<file path="src/rtl/chgGuardPkg.sv">
package chgGuardPkg;

  typedef enum logic [2:0] {
    CAUSE_NONE    = 3'd0,
    CAUSE_LATCHED = 3'd1,
    CAUSE_POWER   = 3'd2,
    CAUSE_INOV    = 3'd3,
    CAUSE_HOT     = 3'd4,
    CAUSE_BATOV   = 3'd5,
    CAUSE_REVLOCK = 3'd6
  } cause_e;

  // strobes from control to the timer datapath
  typedef struct packed {
    logic blankClr;
    logic blankRun;
    logic recClr;
    logic recRun;
    logic qualClr;
    logic qualRun;
    logic evtInc;
    logic evtClr;
  } tmrCmd_t;

endpackage

</file>
<file path="src/rtl/chgGuardSync.sv">
module chgGuardSync #(
  parameter int W = 5
) (
  input  logic         clk,
  input  logic         rstN,
  input  logic [W-1:0] din,
  output logic [W-1:0] dout
);
  logic [W-1:0] stage1;

  always_ff @(posedge clk or negedge rstN) begin
    if (!rstN) begin
      stage1 <= '0;
      dout   <= '0;
    end else begin
      stage1 <= din;
      dout   <= stage1;
    end
  end
endmodule

</file>
<file path="src/rtl/chgGuardSatTimer.sv">
module chgGuardSatTimer #(
  parameter int LIMIT    = 8,
  parameter bit RST_FULL = 1'b0
) (
  input  logic clk,
  input  logic rstN,
  input  logic clr,
  input  logic run,
  output logic done
);
  localparam int W = $clog2(LIMIT + 1);
  localparam logic [W-1:0] LIM = W'(LIMIT);

  logic [W-1:0] cnt;

  always_ff @(posedge clk or negedge rstN) begin
    if (!rstN)                 cnt <= RST_FULL ? LIM : '0;
    else if (clr)              cnt <= '0;
    else if (run && cnt != LIM) cnt <= cnt + 1'b1;
  end

  assign done = (cnt == LIM);
endmodule

</file>
<file path="src/rtl/chgGuardTimers.sv">
module chgGuardTimers
  import chgGuardPkg::*;
#(
  parameter int BLANK_CYC   = 40,
  parameter int RECOV_CYC   = 30,
  parameter int BQUAL_CYC   = 12,
  parameter int LATCH_COUNT = 16,
  parameter int CNT_W       = $clog2(LATCH_COUNT + 1)
) (
  input  logic             clk,
  input  logic             rstN,
  input  tmrCmd_t          cmd,
  output logic             blankDone,
  output logic             recDone,
  output logic             qualDone,
  output logic [CNT_W-1:0] evtCount,
  output logic             latched
);
  localparam logic [CNT_W-1:0] LATCH_V = CNT_W'(LATCH_COUNT);

  chgGuardSatTimer #(.LIMIT(BLANK_CYC), .RST_FULL(1'b0)) uBlank (
    .clk(clk), .rstN(rstN), .clr(cmd.blankClr), .run(cmd.blankRun), .done(blankDone));

  chgGuardSatTimer #(.LIMIT(RECOV_CYC), .RST_FULL(1'b1)) uRecov (
    .clk(clk), .rstN(rstN), .clr(cmd.recClr), .run(cmd.recRun), .done(recDone));

  chgGuardSatTimer #(.LIMIT(BQUAL_CYC), .RST_FULL(1'b0)) uQual (
    .clk(clk), .rstN(rstN), .clr(cmd.qualClr), .run(cmd.qualRun), .done(qualDone));

  always_ff @(posedge clk or negedge rstN) begin
    if (!rstN)                               evtCount <= '0;
    else if (cmd.evtClr)                     evtCount <= '0;
    else if (cmd.evtInc && evtCount != LATCH_V) evtCount <= evtCount + 1'b1;
  end

  assign latched = (evtCount == LATCH_V);

  // the event count moves only by one step up, or back to zero
  p_count_step_r7: assert property (@(posedge clk) disable iff (!rstN)
    (evtCount != $past(evtCount)) |->
      (evtCount == CNT_W'($past(evtCount) + 1'b1) || evtCount == '0));

  // a power clear strobe empties the count
  p_power_clear_r9: assert property (@(posedge clk) disable iff (!rstN)
    cmd.evtClr |=> (evtCount == '0));
endmodule

</file>
<file path="src/rtl/chgGuardCtrl.sv">
module chgGuardCtrl
  import chgGuardPkg::*;
(
  input  logic    clk,
  input  logic    rstN,
  input  logic    sPg,
  input  logic    sOv,
  input  logic    sBat,
  input  logic    sHot,
  input  logic    sLock,
  input  logic    blankDone,
  input  logic    recDone,
  input  logic    qualDone,
  input  logic    latched,
  output tmrCmd_t cmd,
  output logic    swEn,
  output cause_e  cause
);
  logic   qualSeen;
  cause_e nextCause;

  always_comb begin
    cmd.blankClr = !sPg;
    cmd.blankRun = sPg && !blankDone;
    cmd.recClr   = sOv;
    cmd.recRun   = !sOv && !recDone;
    cmd.qualClr  = !sBat;
    cmd.qualRun  = sBat && !qualDone;
    cmd.evtInc   = qualDone && !qualSeen && !latched;
    cmd.evtClr   = !sPg;
  end

  always_comb begin
    if (latched)                    nextCause = CAUSE_LATCHED;
    else if (!sPg || !blankDone)    nextCause = CAUSE_POWER;
    else if (sOv || !recDone)       nextCause = CAUSE_INOV;
    else if (sHot)                  nextCause = CAUSE_HOT;
    else if (qualDone)              nextCause = CAUSE_BATOV;
    else if (sLock)                 nextCause = CAUSE_REVLOCK;
    else                            nextCause = CAUSE_NONE;
  end

  always_ff @(posedge clk or negedge rstN) begin
    if (!rstN) begin
      qualSeen <= 1'b0;
      swEn     <= 1'b0;
      cause    <= CAUSE_POWER;
    end else begin
      qualSeen <= sBat ? (qualSeen || qualDone) : 1'b0;
      swEn     <= (nextCause == CAUSE_NONE);
      cause    <= nextCause;
    end
  end

  // a synchronised input over-voltage forces the switch off next edge
  p_ov_off_r2: assert property (@(posedge clk) disable iff (!rstN)
    sOv |=> !swEn);

  // over-temperature forces the switch off next edge
  p_hot_off_r10: assert property (@(posedge clk) disable iff (!rstN)
    sHot |=> !swEn);

  // a qualified battery fault from the timers keeps the switch off
  p_bat_off_r5: assert property (@(posedge clk) disable iff (!rstN)
    qualDone |=> !swEn);

  // once the datapath reports latch-off the switch never conducts
  p_latch_off_r8: assert property (@(posedge clk) disable iff (!rstN)
    latched |=> !swEn);
endmodule

</file>
<file path="src/rtl/chgGuard.sv">
module chgGuard
  import chgGuardPkg::*;
#(
  parameter int BLANK_CYC   = 40,
  parameter int RECOV_CYC   = 30,
  parameter int BQUAL_CYC   = 12,
  parameter int LATCH_COUNT = 16,
  parameter int CNT_W       = $clog2(LATCH_COUNT + 1)
) (
  input  logic             clk,
  input  logic             rstN,
  input  logic             pgIn,
  input  logic             inOvIn,
  input  logic             batOvIn,
  input  logic             hotIn,
  input  logic             revLockIn,
  output logic             swEn,
  output logic [2:0]       faultCause,
  output logic [CNT_W-1:0] batOvCount,
  output logic             lockedOff
);
  logic [4:0] syncOut;
  tmrCmd_t    cmd;
  logic       blankDone, recDone, qualDone, latched;
  cause_e     cause;

  chgGuardSync #(.W(5)) uSync (
    .clk(clk), .rstN(rstN),
    .din({revLockIn, hotIn, batOvIn, inOvIn, pgIn}),
    .dout(syncOut));

  chgGuardCtrl uCtrl (
    .clk(clk), .rstN(rstN),
    .sPg(syncOut[0]), .sOv(syncOut[1]), .sBat(syncOut[2]),
    .sHot(syncOut[3]), .sLock(syncOut[4]),
    .blankDone(blankDone), .recDone(recDone), .qualDone(qualDone),
    .latched(latched), .cmd(cmd), .swEn(swEn), .cause(cause));

  chgGuardTimers #(
    .BLANK_CYC(BLANK_CYC), .RECOV_CYC(RECOV_CYC), .BQUAL_CYC(BQUAL_CYC),
    .LATCH_COUNT(LATCH_COUNT), .CNT_W(CNT_W)
  ) uTimers (
    .clk(clk), .rstN(rstN), .cmd(cmd),
    .blankDone(blankDone), .recDone(recDone), .qualDone(qualDone),
    .evtCount(batOvCount), .latched(latched));

  assign faultCause = cause;
  assign lockedOff  = latched;
endmodule

</file>
<file path="config.mk">
export PLATFORM = sky130hd
export DESIGN_NAME = chgGuard
export DESIGN_NICKNAME = d
export VERILOG_FILES = /design/src/rtl/chgGuardPkg.sv /design/src/rtl/chgGuardSync.sv /design/src/rtl/chgGuardSatTimer.sv /design/src/rtl/chgGuardTimers.sv /design/src/rtl/chgGuardCtrl.sv /design/src/rtl/chgGuard.sv
export SDC_FILE = /design/constraint.sdc
export NUM_CORES = 1
export LEC_CHECK = 0
export BUFFER_PORTS_ARGS = -buffer_cell sky130_fd_sc_hd__buf_2
export CORE_ASPECT_RATIO = 1.25
export CORE_MARGIN = 3
export CORE_UTILIZATION = 52
export DETAILED_ROUTE_END_ITERATION = 8
export GPL_ROUTABILITY_DRIVEN = 0
export HOLD_SLACK_MARGIN = 0.02
export PLACE_DENSITY_LB_ADDON = 0.12
export SYNTH_ARGS = -nofsm -noshare
export SYNTH_HDL_FRONTEND = slang
export SYNTH_HIERARCHICAL = 1
export SYNTH_SLANG_ARGS = --single-unit
</file>
<file path="constraint.sdc">
create_clock -name clk -period 2.1 [get_ports clk]
set_clock_uncertainty 0.1 [all_clocks]
set_input_delay 0.21 -clock clk [delete_from_list [all_inputs] [get_ports clk]]
set_output_delay 0.21 -clock clk [all_outputs]
set_load 0.05 [all_outputs]
</file>
* After elaboration in Yosys (flattened, before gate mapping) *
Cells that the tools add are included.
Widths: inputs -> output; s select.

word-level totals
  register bits after elaboration = 35
  bits in read-only memories = 0
  memories kept = 0
  input bits = 7
  bits in writable memories = 0
  output and inout port bits = 10
  bits in latches = 0

cells by class
  reductions and logical operators = 21
  shift-type cells = 0
  add/subtract/negate cells = 4
  muxes and demuxes = 15
  magnitude comparators = 0
  bitwise operators = 0
  eq/ne operators = 11
  div/mod/pow operators = 0
  multiply operators = 0

operators with widths
  operator             count
  $mux 5               4
  $mux 3               6
  $mux 6               2
  $add 5x1->5 const B  2
  $eq 5x5->1 const B   2
  $ne 5x5->1 const B   2
  $logic_and 1x1->1    9
  $mux 4               2
  $logic_not 1->1      7
  $add 6x1->6 const B  1
  $eq 6x6->1 const B   1
  $ne 2x1->1 const B   3
  $ne 6x6->1 const B   1
  $add 4x1->4 const B  1
  $eq 4x4->1 const B   1
  $ne 4x4->1 const B   1
  $logic_not 3->1      1
  $logic_or 1x1->1     3
  $reduce_bool 2->1    1
  $mux 1               1

* Logic depth before layout (Yosys ltp) *
Gate-level depths: netlist of run 1.

  word-level depth = 7
  mapped depth = 9

* Modules after synthesis *
The synthesis of run 1 kept the hierarchy.

by module, submodules not included
  module                              times used  sequential area each (sq um)  cells each  area each (sq um)
  chgGuardSatTimer at uTimers.uBlank  1           150.1                         41          404.1
  chgGuardSatTimer at uTimers.uRecov  1           130.1                         29          292.8
  chgGuardTimers                      1           125.1                         27          280.3
  chgGuardCtrl                        1           126.4                         26          262.8
  chgGuardSync                        1           250.2                         10          250.2
  chgGuardSatTimer at uTimers.uQual   1           100.1                         24          229.0

* Least setup slack after synthesis of run 1 *
No wires, ideal clock.

  kind = flip-flop to flip-flop
  from = register uTimers.evtCount[0]
  to = register uTimers.evtCount[0]
  stages on the path, launching flop included = 7
  clock period less this slack = 2.358 ns
  buffers on the path = 0
  setup slack = -0.258 ns
  arrival = 2.133 ns
  cells stage by stage = dfrtp_1 -> inv_1 -> ha_1 -> and4bb_4 -> nor3_1 -> nor2b_2 -> mux2_2

RTL lines
  what                      RTL line              RTL
  start: declaration        chgGuardTimers.sv:16  output logic [CNT_W-1:0] evtCount,
  start signal: assignment  chgGuardTimers.sv:33  else if (cmd.evtInc && evtCount != LATCH_V) evtCount <= evtCount + 1'b1;

==> results of run 1 <==
[routing by layer]
metal  global-route usage (%)  up-vias  part of all wire, %
li1                         -      629                    -
met1                     21.2      616                   42
met2                     28.9       16                   54
met3                     5.91        5                  3.0
met4                     5.93        0                 0.92
met5                        0        -                    0
[area by class of cell]
cell class                 count  area share [%]
tap                           36            2.15
timing repair buffer          37            12.1
clock buffer                   6            1.97
inverter                      11            1.97
multi-input combinational    107            38.9
sequential                    35            42.3
clock inverter                 2           0.598
[logic make-up after synthesis]
family	Yosys count	share of synthesized area [%]
AO/OA/AOI/OAI	22	8.22
flip-flops	35	51.3
buffers and inverters	15	4.00
AND/OR/NAND/NOR	69	26.1
adder cells (fa/ha/maj)	8	5.82
XOR/XNOR	4	2.04
multiplexers	4	2.55
[cells in the final DEF (no fill, tap or decap), drive strengths merged, types with 2 or more instances in the layout]
cell	instances
dfstp	5
buf	31
or2	3
nand3	8
o21ai	5
or3	2
ha	8
nand4	7
nor2b	5
mux2	3
clkbuf	6
nor3b	2
nor3	6
dlygate4sd3	6
xor2	4
a21oi	8
a21o	2
o31ai	2
nand2	5
dfrtp	30
inv	11
nor2	18
nand2b	3
[state kept, by name (all words and copies together), names as in the netlist]
signal,flops
uTimers/uBlank/cnt,6
uSync/dout,5
uSync/stage1,5
uTimers/evtCount,5
uTimers/uRecov/cnt,5
uTimers/uQual/cnt,4
uCtrl/cause,3
uCtrl/qualSeen,1
uCtrl/swEn,1
[power by group]
group	total, mW	switching, mW	internal [mW]
Clock	0.345	0.215	0.129
Combinational	0.162	0.0793	0.0831
Sequential	0.724	0.0231	0.701
[metrics by stage]
step           TNS, ns  utilization, %  hold slack (ns)  total power [mW]
2_1_floorplan        0               -           -0.186             0.809
3_3_place_gp         0            62.9           0.0107             0.852
3_5_place_dp   -0.0307            62.9           0.0199             0.863
4_1_cts              0            66.7            0.168              1.22
5_1_grt        -0.0126            68.4            0.190              1.31
6_report             0            68.4            0.179              1.23
[worst register-to-register path, delay by kind of cell, from the launching register on]
kind | cells | cell delay (ns)
DFF | 1 | 0.43
and+or+nand+nor | 5 | 1.14
buffers and inverters | 1 | 0.08
adders and majority gates | 1 | 0.13
[worst min-delay path by stage]
stage | endpoint | slack [ns]
4_1_cts | uTimers/uQual/cnt[1] | 0.17
2_1_floorplan | uCtrl/cause[0] | -0.19
6_report | uTimers/uQual/cnt[1] | 0.18
5_1_grt | uTimers/uQual/cnt[1] | 0.19
3_3_place_gp | uTimers/uQual/cnt[1] | 0.01
3_5_place_dp | uTimers/uQual/cnt[1] | 0.02
[repair_timing]
action                                 4_1_cts  5_1_grt
hold buffers                                 6        0
buffers inserted                             0        3
setup endpoints to repair                    1        9
pin swaps                                    0        1
resized for setup                            1        7
endpoints found under the hold margin       35        0
==> results.txt, run 1 <==
Antenna diodes - 0
die width - 57.4 um
initial antenna violation count - 0
DRT Pass-1 Iters - 4
critical path's slowest cell - or4_1
first-pass GRT wire length - 5580 um
final instance count without filler cells - 234
Ys Warns - 6
DR vias - 1266
Die Area - 4040 um^2
Synth area leader - dfrtp_1
fmax - 502 MHz
stages on the worst setup path - 7
Setup crit start - uTimers/uBlank/cnt[1]
Synthesized Nets - 172
Worst-Skew Late Latency - 0.33 ns
post-route antenna net violation count - 0
worst setup path end - uTimers/uBlank/cnt[1]
Worst R2R End - uTimers/uBlank/cnt[1]
cell area after synthesis - 1720 um^2
reg2reg start - uTimers/uBlank/cnt[1]
worst vdd ir - 475 uV
Pleak - 0.941 nW
fin worst setup slack - 0.106 ns
worst-margin pin slew - 0.403 ns
share of cells above drive strength 1 - 34.3%
initial DRC count - 43
dpl cell area - 1920 um^2
Root Buffer - clkbuf_4
Tot GR Track Use - 17.6%
Residual DRC - 0
Synth async-reset ratio - 100%
Avg WL per Cell - 13.4 um
CTS max path bufs - 2
clock period minus worst slack - 1.99 ns
clock-pin slew reported for the worst setup and hold paths after clock tree synthesis - 0.11 ns
clock sink count - 35
critical-path cell list - inv_2, ha_1, and3b_4, nor2b_4, nor2_4, and4b_1, or4_1
max-cap violation count - 0
placed instance count - 217
cells on worst reg2reg path - 7
CP max stage delay - 0.48 ns
largest fanout on the critical path - 7
RSZ-0062 raised after global routing - yes
area occupied by multi-input gates - 813 um^2
slew margin rel. - 73.1%
syn avg cell area - 10.9 um^2
vias in the first global route - 1279
CTS H-tree depth - 2
CTS buffer count - 5
crit path kind - reg2reg
largest net degree at the start of global routing - 15
Min-Delay Path Class - in2async
DP HPWL - 2340 um
# setup viols final - 0
arrival time worst endpoint - 2.09 ns
nets - 212
Fillers - 238
Synth-to-Final Area Change - 21.6%
Worst setup SP type - register
register area - 885 um^2
Critical Path RT - 2.19 ns
status - finished, final reports clean
Area contributors post-synth - dfrtp_1, dfstp_2, ha_1
synth cell count leaders - dfrtp_1, nor2_1, inv_1
Design Area, Final - 2090 um^2
Yosys top cell area share - 43.7%
Core ar. - 3060 um^2
WL final - 3140 um
Worst Path Buf+Inv - 1
EDFF count, synth - 0
Place WS - -0.0307 ns
critical path's top delay family - simple AND/OR/NAND/NOR gates
Fin. Hold Viols - 0
Tcrit/Tclk final - 95.0%
row cnt - 22
FF+latch count, synth - 35
Initial Utilization - 56.3%
Die Y - 70.3 um
unique cell type count in the Yosys netlist - 49
GRT overflow - 0
vias per inst - 5.41
register-to-register setup slack - 0.11 ns
count of pins over their slew limit - 0
Pwr Density - 589 nW/um^2
synthesized instance count - 157
most used flip-flop cell after synthesis - dfrtp_1
Port-buffer cells - 16
most common cell in the netlist - dfrtp_1
sequential cell area fraction in the yosys report - 51.3%
TritonCTS clock tree - yes
Setup crit end kind - register
# IOs - 17
Note: power is estimated with default switching activity, not from simulation.
==> run 2, diff against run 1 <==
Settings changed: BUFFER_PORTS_ARGS -buffer_cell sky130_fd_sc_hd__buf_2 to default, CORE_UTILIZATION 52 to 54, DONT_BUFFER_PORTS from default to 1.
==> results.txt, run 2 (same netlist as run 1, synthesis figures left out) <==
largest fanout on the critical path - 9
DP HPWL - 2110 um
Tot Pwr - 1.24 mW
met1 usage - 20.4%
Biggest register - uTimers/uBlank/cnt
RSZ-0062 raised after global routing - no
largest net degree at the start of global routing - 36
clock-pin slew reported for the worst setup and hold paths after clock tree synthesis - 0.11 ns
met2 Resource Use GR - 28.3%
setup_tns - 0 ns
fin util - 68.0%
CTS H-tree depth - 2
fin worst setup slack - 0.150 ns
Port-buffer cells - 0
row cnt - 22
share of cells above drive strength 1 - 29.2%
Residual DRC - 0
Place WS - -0.0642 ns
Most Crowded Layer GR - met2
fmax - 513 MHz
DRT Pass-1 Iters - 4
Critical Path RT - 2.21 ns
CTS max path bufs - 2
Core ar. - 3000 um^2
Root Buffer - clkbuf_4
worst-margin pin slew - 0.456 ns
Fillers - 235
first-pass GRT wire length - 5350 um
Pleak - 0.889 nW
Die Y - 69.1 um
CTS buffer count - 5
Die Area - 3900 um^2
Worst-Skew Late Latency - 0.34 ns
post-route antenna net violation count - 0
most frequent cells in the layout - dfrtp_1, buf_4, nor2_1
TritonCTS clock tree - yes
initial antenna violation count - 0
Min-Delay Path Class - in2async
register-to-register setup slack - 0.15 ns
Antenna diodes - 0
# IOs - 17
Synth-to-Final Area Change - 18.7%
Worst setup SP type - register
initial DRC count - 37
worst vdd ir - 419 uV
Design Area, Final - 2040 um^2
# setup viols final - 0
max FFs per register - 6
Avg WL per Cell - 13.5 um
cells on worst reg2reg path - 7
Initial Utilization - 57.3%
nets - 199
Fin. Hold Viols - 0
dpl cell area - 1870 um^2
slew margin rel. - 69.6%
placed instance count - 205
die width - 56.5 um
GRT overflow - 0
vias per inst - 5.62
final instance count without filler cells - 221
grt met3 use - 5.81%
Setup crit end kind - register
Tcrit/Tclk final - 92.8%
most common cell after layout, fill and taps aside - dfrtp_1
vias in the first global route - 1229
final hold slack - 0.228 ns
Pwr Density - 609 nW/um^2
clock sink count - 35
arrival time worst endpoint - 2.06 ns
clock period minus worst slack - 1.95 ns
WL final - 2990 um
status - finished, final reports clean
count of pins over their slew limit - 0
max-cap violation count - 0
crit path kind - reg2reg
DR vias - 1241
Tot GR Track Use - 17.6%
run 2: final cells by class:
type / count / area, um^2 / share of cell area (%)
clock inverter: 1 / 5.00 / 0.245
timing repair buffer: 24 / 208 / 10.2
inverter: 11 / 41.3 / 2.02
tap: 36 / 45.0 / 2.21
clock buffer: 7 / 55.1 / 2.70
multi-input combinational: 107 / 802 / 39.3
sequential: 35 / 885 / 43.3
run 2: power by group:
group / internal [mW] / switching (mW)
sequential: 0.701 / 0.0226
combinational: 0.0658 / 0.0716
clock: 0.162 / 0.219
run 2: final timing paths:
path | start | end
worst max-delay path | uTimers/uBlank/cnt[1] | uTimers/uBlank/cnt[1]
worst min-delay path | rstN | uTimers/evtCount[4]
worst max register to register | uTimers/uBlank/cnt[1] | uTimers/uBlank/cnt[1]
worst min register to register | uSync/stage1[0] | uSync/dout[0]
max in group asynchronous | rstN | uTimers/uRecov/cnt[1]
min in group clk | uSync/stage1[0] | uSync/dout[0]
run 2: what timing repair did:
action | 4_1_cts | 5_1_grt
setup buffers | 0 | 1
hold buffers | 7 | 0
hold endpoints to repair | 40 | 0
setup endpoints to repair | 1 | 5
gates resized for setup | 1 | 4
run 2: layer usage:
layer / up-vias / wire length (um)
li1: 600 / -
met2: 24 / 1450
met5: - / 0
met4: 0 / 91
met1: 609 / 1330
met3: 8 / 119
run 2: critical path: stages, from the launching register on:
cell and delay (ns):
dfrtp_1 0.42, inv_2 0.07, ha_1 0.14, and3b_4 0.20, nor2b_4 0.17, nor2_4 0.08
nor4bb_1 0.14, or4_1 0.51
